<file path="config.mk">
export PLATFORM = sky130hd
export DESIGN_NAME = sram_burst_top
export DESIGN_NICKNAME = d
export VERILOG_FILES = /design/src/rtl/sram_pkg.sv /design/src/rtl/sram_access_decode.sv /design/src/rtl/sram_lane_array.sv /design/src/rtl/sram_read_pipe.sv /design/src/rtl/sram_burst_top.sv
export SDC_FILE = /design/constraint.sdc
export NUM_CORES = 2
export LEC_CHECK = 0
export BUFFER_PORTS_ARGS = -buffer_cell sky130_fd_sc_hd__buf_2
export CAP_MARGIN = 25
export CORE_AREA = 4 4 297 518
export DETAILED_ROUTE_END_ITERATION = 16
export DIE_AREA = 0 0 301 522
export PLACE_DENSITY_LB_ADDON = 0.05
export SETUP_SLACK_MARGIN = 0.02
export SLEW_MARGIN = 40
export SYNTH_ARGS = -nofsm -noshare
export SYNTH_HDL_FRONTEND = slang
export SYNTH_HIERARCHICAL = 1
export SYNTH_SLANG_ARGS = --single-unit
</file>
<file path="constraint.sdc">
create_clock -name clk -period 3.19 [get_ports clk]
set_clock_uncertainty 0.2 [all_clocks]
set_input_delay 0.1595 -clock clk [delete_from_list [all_inputs] [get_ports clk]]
set_output_delay 0.1595 -clock clk [all_outputs]
set_load 0.005 [all_outputs]
</file>
<file path="src/rtl/sram_pkg.sv">
package sram_pkg;

  typedef enum logic [1:0] {
    OP_IDLE  = 2'd0,
    OP_DESEL = 2'd1,
    OP_READ  = 2'd2,
    OP_WRITE = 2'd3
  } op_e;

  localparam int CNT_W = 2;

  // low address bits of burst step k from start bits s
  function automatic logic [CNT_W-1:0] burst_low(
    input logic [CNT_W-1:0] s,
    input logic [CNT_W-1:0] k,
    input logic             lin
  );
    logic [CNT_W-1:0] r;
    if (lin) r = s + k;
    else     r = s ^ k;
    return r;
  endfunction

endpackage

</file>
<file path="src/rtl/sram_access_decode.sv">
module sram_access_decode #(
  parameter int ADDR_W = 6,
  parameter int LANES  = 4
) (
  input  logic              clk,
  input  logic              rst_n,
  input  logic              linear_mode,
  input  logic [ADDR_W-1:0] addr,
  input  logic              proc_stb_n,
  input  logic              ctrl_stb_n,
  input  logic              adv_n,
  input  logic              cs1_n,
  input  logic              cs2,
  input  logic              cs3_n,
  input  logic              gwr_n,
  input  logic              bwen_n,
  input  logic [LANES-1:0]  bsel_n,
  output sram_pkg::op_e     op,
  output logic [ADDR_W-1:0] acc_addr,
  output logic [LANES-1:0]  wr_lanes,
  output logic              burst_act
);
  import sram_pkg::*;

  localparam int HI_W = ADDR_W - CNT_W;

  logic              selected;
  logic              proc_hit;
  logic              ctrl_hit;
  logic [LANES-1:0]  lanes_req;
  logic [ADDR_W-1:0] base_q, base_nx;
  logic [CNT_W-1:0]  cnt_q, cnt_nx;
  logic              act_q, act_nx;

  assign burst_act = act_q;

  always_comb begin
    selected = !cs1_n && cs2 && !cs3_n;
    proc_hit = !proc_stb_n && !cs1_n;
    ctrl_hit = !ctrl_stb_n && !proc_hit;
    if (!gwr_n)       lanes_req = '1;
    else if (!bwen_n) lanes_req = ~bsel_n;
    else              lanes_req = '0;
  end

  always_comb begin
    base_nx  = base_q;
    cnt_nx   = cnt_q;
    act_nx   = act_q;
    op       = OP_IDLE;
    wr_lanes = '0;
    acc_addr = {base_q[ADDR_W-1 -: HI_W], burst_low(base_q[CNT_W-1:0], cnt_q, linear_mode)};
    if (proc_hit || ctrl_hit) begin
      if (!selected) begin
        op     = OP_DESEL;
        act_nx = 1'b0;
      end else begin
        act_nx   = 1'b1;
        base_nx  = addr;
        cnt_nx   = '0;
        acc_addr = addr;
        if (ctrl_hit && (|lanes_req)) begin
          op       = OP_WRITE;
          wr_lanes = lanes_req;
        end else begin
          op = OP_READ;
        end
      end
    end else if (act_q) begin
      if (!adv_n) cnt_nx = cnt_q + 1'b1;
      acc_addr = {base_q[ADDR_W-1 -: HI_W], burst_low(base_q[CNT_W-1:0], cnt_nx, linear_mode)};
      if (|lanes_req) begin
        op       = OP_WRITE;
        wr_lanes = lanes_req;
      end else begin
        op = OP_READ;
      end
    end
  end

  always_ff @(posedge clk or negedge rst_n) begin
    if (!rst_n) begin
      base_q <= '0;
      cnt_q  <= '0;
      act_q  <= 1'b0;
    end else begin
      base_q <= base_nx;
      cnt_q  <= cnt_nx;
      act_q  <= act_nx;
    end
  end

endmodule

</file>
<file path="src/rtl/sram_lane_array.sv">
module sram_lane_array #(
  parameter int ADDR_W = 6,
  parameter int LANES  = 4,
  parameter int LANE_W = 8
) (
  input  logic                    clk,
  input  logic [LANES-1:0]        wr_lanes,
  input  logic [ADDR_W-1:0]       wr_addr,
  input  logic [LANES*LANE_W-1:0] wdata,
  input  logic [ADDR_W-1:0]       rd_addr,
  output logic [LANES*LANE_W-1:0] rdata
);
  localparam int DEPTH = 1 << ADDR_W;

  for (genvar g = 0; g < LANES; g++) begin : g_lane
    logic [LANE_W-1:0] mem [DEPTH];

    always_ff @(posedge clk) begin
      if (wr_lanes[g]) mem[wr_addr] <= wdata[g*LANE_W +: LANE_W];
    end

    assign rdata[g*LANE_W +: LANE_W] = mem[rd_addr];
  end

endmodule

</file>
<file path="src/rtl/sram_read_pipe.sv">
module sram_read_pipe #(
  parameter int ADDR_W = 6,
  parameter int DW     = 32
) (
  input  logic              clk,
  input  logic              rst_n,
  input  sram_pkg::op_e     op,
  input  logic [ADDR_W-1:0] acc_addr,
  input  logic [DW-1:0]     rdata,
  output logic [ADDR_W-1:0] stg_addr,
  output logic              stg_rd,
  output logic [DW-1:0]     dout_q,
  output logic              drive_q
);
  import sram_pkg::*;

  logic kill_drive;
  assign kill_drive = (op == OP_WRITE) || (op == OP_DESEL);

  always_ff @(posedge clk or negedge rst_n) begin
    if (!rst_n) begin
      stg_rd   <= 1'b0;
      stg_addr <= '0;
      dout_q   <= '0;
      drive_q  <= 1'b0;
    end else begin
      stg_rd  <= (op == OP_READ);
      if (op == OP_READ) stg_addr <= acc_addr;
      if (stg_rd) dout_q <= rdata;
      drive_q <= stg_rd && !kill_drive;
    end
  end

endmodule

</file>
<file path="src/rtl/sram_burst_top.sv">
module sram_burst_top #(
  parameter int ADDR_W = 6,
  parameter int LANES  = 4,
  parameter int LANE_W = 8
) (
  input  logic                    clk,
  input  logic                    rst_n,
  input  logic                    linear_mode,
  input  logic [ADDR_W-1:0]       addr,
  input  logic                    proc_stb_n,
  input  logic                    ctrl_stb_n,
  input  logic                    adv_n,
  input  logic                    cs1_n,
  input  logic                    cs2,
  input  logic                    cs3_n,
  input  logic                    gwr_n,
  input  logic                    bwen_n,
  input  logic [LANES-1:0]        bsel_n,
  input  logic                    oe_n,
  input  logic [LANES*LANE_W-1:0] din,
  output logic [LANES*LANE_W-1:0] dout,
  output logic                    dout_en
);
  localparam int DW = LANES * LANE_W;

  sram_pkg::op_e     op;
  logic [ADDR_W-1:0] acc_addr;
  logic [LANES-1:0]  wr_lanes;
  logic              burst_act;
  logic [ADDR_W-1:0] stg_addr;
  logic              stg_rd;
  logic [DW-1:0]     rdata;
  logic [DW-1:0]     dout_q;
  logic              drive_q;

  sram_access_decode #(.ADDR_W(ADDR_W), .LANES(LANES)) u_decode (
    .clk(clk), .rst_n(rst_n), .linear_mode(linear_mode), .addr(addr),
    .proc_stb_n(proc_stb_n), .ctrl_stb_n(ctrl_stb_n), .adv_n(adv_n),
    .cs1_n(cs1_n), .cs2(cs2), .cs3_n(cs3_n),
    .gwr_n(gwr_n), .bwen_n(bwen_n), .bsel_n(bsel_n),
    .op(op), .acc_addr(acc_addr), .wr_lanes(wr_lanes), .burst_act(burst_act)
  );

  sram_lane_array #(.ADDR_W(ADDR_W), .LANES(LANES), .LANE_W(LANE_W)) u_array (
    .clk(clk), .wr_lanes(wr_lanes), .wr_addr(acc_addr), .wdata(din),
    .rd_addr(stg_addr), .rdata(rdata)
  );

  sram_read_pipe #(.ADDR_W(ADDR_W), .DW(DW)) u_rpipe (
    .clk(clk), .rst_n(rst_n), .op(op), .acc_addr(acc_addr), .rdata(rdata),
    .stg_addr(stg_addr), .stg_rd(stg_rd), .dout_q(dout_q), .drive_q(drive_q)
  );

  assign dout    = dout_q;
  assign dout_en = drive_q && !oe_n;

endmodule

</file>
## After elaboration in Yosys (flattened, before gate mapping)

Memory sizes are Yosys's and may differ from the RTL's. A register that Yosys moved wholly into a read port is not among the register bits.
Index checks and enable logic that the tools add are counted.

- Memories: 4
- Input bits: 54
- Logic and storage cells: 76
- Bits in writable memories: 2048
- Bits in registers: 17

- Reductions and logical operators: 24
- Muxes and demuxes: 32
- Add/subtract/negate cells: 3
- Equality and inequality tests: 4
- Bitwise gates (word level): 3

Memories:

| name | depth | bits a word | rd ports | clocked after memory_dff | write ports | line | RTL |
|---|---|---|---|---|---|---|---|
| u_array.g_lane[0].mem | 64 | 8 | 1 | 1 | 1 | sram_lane_array.sv:16 | `logic [LANE_W-1:0] mem [DEPTH];` |
| u_array.g_lane[1].mem | 64 | 8 | 1 | 1 | 1 | sram_lane_array.sv:16 |  |
| u_array.g_lane[2].mem | 64 | 8 | 1 | 1 | 1 | sram_lane_array.sv:16 |  |
| u_array.g_lane[3].mem | 64 | 8 | 1 | 1 | 1 | sram_lane_array.sv:16 |  |

Operator list:

| kind | count |
|---|---|
| 2-to-1 mux 4 bit | 7 |
| 2-to-1 mux 2 bit | 12 |
| 2-to-1 mux 6 bit | 2 |
| logical NOT 1 bit | 11 |
| 2-to-1 mux 1 bit | 11 |
| logical AND 1 bit | 7 |
| adder 2 bit | 2 |
| equality test 2 bit, second input constant | 2 |
| inverter 4 bit | 1 |
| AND reduction 2 bit | 2 |
| OR reduction 4 bit | 1 |
| bitwise XOR 2 bit | 2 |
| adder 2 x 1 -> 2 bit, second input constant | 1 |
| equality test 2 x 1 -> 1 bit, second input constant | 1 |
| logical OR 1 bit | 2 |
| inequality test 2 x 1 -> 1 bit, second input constant | 1 |
| nonzero test 2 bit | 1 |

## Depth between registers and ports, before layout

- Depth in word-level cells: 12
- Gate-level depth with buffers: 11
- Mapped depth without buffers: 10

## By module

Netlist, hierarchy kept.

Modules (own cells, without submodules):

| module | cells an instance | instances | seq. area each (sq um) | area an instance (sq um) |
|---|---|---|---|---|
| sram_lane_array | 3668 | 1 | 61499.0 | 79690.2 |
| sram_read_pipe | 85 | 1 | 1001.0 | 1655.3 |
| sram_access_decode | 65 | 1 | 225.2 | 680.7 |
| sram_burst_top | 1 | 1 | 0.0 | 13.8 |

## Least setup slack after synthesis

Ideal clock, no wire load.

- Path type: reg-to-reg
- From: register u_decode.cnt_q[0]
- To: memory u_array.g_lane[0].mem[50][0], enable pin
- Path buffers: 2
- Setup slack: 174 ps
- Stages on the path, launching flop included: 12
- Required time: 2658 ps
- Arrival: 2484 ps
- Cells stage by stage: dfrtp_1 > xnor2_1 > ha_1 > nand2_1 > xor2_1 > xnor2_1 > a21oi_1 > clkbuf_1 > or3b_2 > clkbuf_1 > nor2_1 > and2_1

- Longest elaborated chain between the ends: 8

Ends and longest elaborated chain:

| item | line | RTL |
|---|---|---|
| start, declared | sram_access_decode.sv:32 | `logic [CNT_W-1:0] cnt_q, cnt_nx;` |
| start signal, assigned | sram_access_decode.sv:88 | `cnt_q <= cnt_nx;` |
| adder 2 x 1 -> 2 bit | sram_access_decode.sv:70 | `if (!adv_n) cnt_nx = cnt_q + 1'b1;` |
| 2-to-1 mux 2 bit | sram_access_decode.sv:70 |  |
| 2-to-1 mux 2 bit | sram_access_decode.sv:69 | `end else if (act_q) begin` |
| 2-to-1 mux 2 bit | sram_access_decode.sv:53 | `if (proc_hit \|\| ctrl_hit) begin` |
| adder 2 bit / bitwise XOR 2 bit (equally long branches) | sram_pkg.sv:19, sram_pkg.sv:20 |  |
| 2-to-1 mux 2 bit | sram_pkg.sv:19 | `if (lin) r = s + k;` |
| 2-to-1 mux 2 bit | sram_access_decode.sv:69 |  |
| 2-to-1 mux 6 bit * | sram_access_decode.sv:53 |  |
| via acc_addr[1] | sram_burst_top.sv:27 | `logic [ADDR_W-1:0] acc_addr;` |
| end, declared | sram_lane_array.sv:16 |  |

The timed path passes the listed nets; every way through them passes the cells marked *. The select of a mux whose other input is x is not followed.

## Worst setup path in the final report

- From: register u_decode.cnt_q[0]
- To: memory u_array.g_lane[2].mem[12][5], enable pin

- Longest elaborated chain between the ends: 8

Ends and longest elaborated chain:

| item | line |
|---|---|
| adder 2 x 1 -> 2 bit | sram_access_decode.sv:70 |
| 2-to-1 mux 2 bit | sram_access_decode.sv:70 |
| 2-to-1 mux 2 bit | sram_access_decode.sv:69 |
| 2-to-1 mux 2 bit | sram_access_decode.sv:53 |
| adder 2 bit / bitwise XOR 2 bit (equally long branches) | sram_pkg.sv:19, sram_pkg.sv:20 |
| 2-to-1 mux 2 bit | sram_pkg.sv:19 |
| 2-to-1 mux 2 bit | sram_access_decode.sv:69 |
| 2-to-1 mux 6 bit * | sram_access_decode.sv:53 |
| via acc_addr[1] | sram_burst_top.sv:27 |
| end, declared | sram_lane_array.sv:16 |

Marks and branches as above.

==> summary.md <==
| Metric | Value |
|---|---|
| Final wirelength | `235000 um` |
| Commonest non-fill, non-tap cell in the layout | `edfxtp_1` |
| Antenna viol nets, final | `0` |
| WP data required | `3.52 ns` |
| Skew-Pair Late Insertion Delay | `0.84 ns` |
| Reg2reg end | `u_array/g_lane[2].mem[12][5]` |
| Grt ovf | `0` |
| Critical path's largest stage delay | `0.48 ns` |
| HPWL Detailed | `between 150000 and 200000 um` |
| Vias in the first global route | `44800` |
| Most frequent cells in the layout | `edfxtp_1 (2048), mux4_2 (507), buf_4 (319)` |
| Crit path capture type | `register` |
| Root buf cell | `clkbuf_16` |
| RSZ-0062 raised after global routing | `true` |
| Number of setup violations in the final report | `11` |
| Syn Inst Count | `3819` |
| PnR worst setup slack | `-0.0220 ns` |
| DR vias | `42700` |
| Max stage delay cell, worst path | `or3b_4` |
| Initial antenna violation count | `12` |
| Fmax | `0.311 GHz` |
| Type of the worst setup path | `register to register` |
| Sum Neg Setup Slack | `-0.141 ns` |
| Outcome | `finished, violations left` |
| Overall Global Routing Usage | `between 30 and 40%` |
| Synth Register Bits | `around 2100` |
| Post-synth EDFFs | `2048` |
| CTS sink cnt | `2097` |
| Setup crit start | `u_decode/cnt_q[0]` |
| Starting density of the core | `54.8%` |
| Clk pin slew, worst setup/hold paths | `0.07 ns` |
| Crit path buf inv count | `3` |
| Worst-margin pin slew | `approximately 0.8 ns` |
| Reg area | `62700 um2` |
| Cell variety after synth | `56` |
| Worst Setup Start Kind | `register` |
| Hold Vio Cnt, Final | `0` |
| TritonCTS clock tree | `yes` |
| Gpl congestion | `0.970` |
| Nets | `4629` |
| Hold Crit Class | `input pin to register` |
| Crit path max fanout | `9` |
| CTS H-tree depth | `4` |
| Vias/cell | `6.34` |
| Max_cap viols | `0` |
| Final hold slack | `~0.030 ns` |
| Filler cell count | `9828` |
| Maximum vdd drop | `0.587 mV` |
| # IOs | `87` |
| Register area share after synthesis | `76.5%` |
| Total iterations of the first detailed-routing run | `5` |
| CP top delay family | `simple AND/OR/NAND/NOR gates` |
| Rows | `188` |
| DRC violations left | `0` |
| Clock Tree Buf Depth | `4` |
| Crit path time final | `3.21 ns` |
| Failing checks | `negative setup slack` |
| Main synth FF type | `edfxtp_1` |
| Largest net degree at the start of global routing | `65` |
| Net Count, Synth | `3875` |
| First-pass GRT wire length | `334000 um` |
| R2R Setup Slk | `-0.02 ns` |
| Cell breakdown of the critical path | `xnor2_2, ha_2, nand2_2, xor2_2, xnor2_1, a21oi_2, buf_6, or3b_4, nor2_2, buf_4, and2_1, buf_12` |
| Final Slew Violations | `0` |
| Crit share post-route | `101%` |
| Synth Warn # | `6` |
| R2R Path Start | `u_decode/cnt_q[0]` |
| WL/cell | `34.9 um` |
| Static leakage | `32.7 nW` |
| CTS Buf Count | `~190` |
| Power per cell area | `764 nW/um2` |
| Overall power | `0.0761 W` |
| CP endpoint | `u_array/g_lane[2].mem[12][5]` |
| Syn avg cell area | `21.5 um2` |
| Finished Core Util | `66.6%` |
| Die Ht | `522 um` |
| Mapped Area | `82000 um2` |
| WP data arrival | `3.54 ns` |
| Core area | `around 150000 um2` |
| # port buffers | `86` |
| Crit path depth | `12` |
| FFs w/ async S/R, synth | `under 10%` |
| Die ar. | `157000 um2` |
| Slew Limit Headroom | `between 40 and 50%` |
| Share of cells above drive strength 1 | `36.7%` |
| Die width | `301 um` |
| Initial DRC Count | `4499` |
| Area Growth Syn to Fin | `21.4%` |
| Worst r2r path cells | `12` |
| Multi-input combinational cell area | `18700 um2` |
-- worst min path at each step --
| stage | start | endpoint | depth (start not counted) |
|---|---|---|---|
| 6_report | bwen_n | u_array/g_lane[3].mem[29][0] | 4 |
| 3_3_place_gp | rst_n | u_rpipe/dout_q[9] | 1 |
| 2_1_floorplan | rst_n | u_decode/base_q[0] | 0 |
| 3_5_place_dp | rst_n | u_rpipe/dout_q[12] | 1 |
| 4_1_cts | gwr_n | u_array/g_lane[2].mem[3][3] | 5 |
| 5_1_grt | bwen_n | u_array/g_lane[3].mem[29][0] | 4 |
-- kinds of logic after synthesis --
kind of cell | after synthesis | synth area share (%)
adder cells (fa/ha/maj) | 2 | 0.0305
AND/OR/NAND/NOR | 502 | 3.29
AO/OA/AOI/OAI | 315 | 2.54
flip-flops | 2097 | 76.5
XOR/XNOR | 5 | 0.0534
multiplexers | 663 | 16.1
buffers and inverters | 235 | 1.52
-- cells in the mapped netlist (29+ instances only) --
cell | number | share of area (%)
mux4_2 | 507 | 14
mux2i_1 | 96 | 1.2
buf_2 | 80 | 0.49
clkbuf_1 | 98 | 0.45
o221ai_1 | 29 | 0.31
nor2_1 | 129 | 0.59
nand2_1 | 61 | 0.28
dfrtp_1 | 49 | 1.5
mux2_4 | 43 | 0.79
edfxtp_1 | 2048 | 75
and2_1 | 254 | 1.9
a221oi_1 | 57 | 0.61
o22ai_1 | 54 | 0.41
a21oi_1 | 46 | 0.28
o21ai_1 | 71 | 0.43
-- power breakdown --
part	internal, W	switching [W]	total, W
registers	0.0305	0.000307	0.0309
clock network	0.0122	0.00978	0.0219
logic	0.0101	0.0132	0.0233
-- metal layers --
layer | up-vias | wire [um] | GRT usage (%)
li1 | 17400 | - | -
met4 | 4 | 14200 | 16.0
met5 | - | 28 | 0
met3 | 491 | 14800 | 3.79
met2 | 1996 | 121000 | 51.4
met1 | 22800 | 84700 | 39.1
-- worst min-delay path, stage by stage --
cell and delay (ns):
buf_2 0.13, o21a_1 0.19, nor2_4 0.13, and2_4 0.23
-- repair_timing --
action,in CTS,in global routing
resized for setup,78,143
buffers inserted,8,3
hold endpoints to repair,1717,0
endpoints found under the setup margin,1593,1712
pin swaps,6,8
hold buffers,65,0
gates cloned,1,0
-- through the flow --
| stage | cell area (um2) | worst slack (ns) | cells |
|---|---|---|---|
| global placement | 92200 | -0.706 | 6301 |
| detailed placement | 92200 | -0.405 | 6301 |
| CTS | 99100 | 0.0190 | 6710 |
| global route | 99600 | -0.0816 | 6715 |
| floorplan | 82000 | 0.174 | 3819 |
| finish | 99600 | -0.0220 | 6725 |
-- layout make-up --
cell class | count | area share [%]
tap | 1995 | 2.51
inverter | 6 | 0.0251
timing repair buffer | 793 | 9.86
clock buffer | 245 | 5.12
clock inverter | 90 | 0.742
sequential | 2097 | 63.0
multi-input combinational | 1487 | 18.7
antenna | 12 | 0.0301
-- state kept, by name (all words and copies together) (netlist names) --
| register | count |
|---|---|
| u_decode/cnt_q | 2 |
| u_rpipe/stg_rd | 1 |
| u_array/g_lane.mem | 2048 |
| u_rpipe/dout_q | 32 |
| u_rpipe/drive_q | 1 |
| u_decode/burst_act | 1 |
| u_decode/base_q | 6 |
| u_rpipe/stg_addr | 6 |
Note: power is estimated with default switching activity, not from simulation.
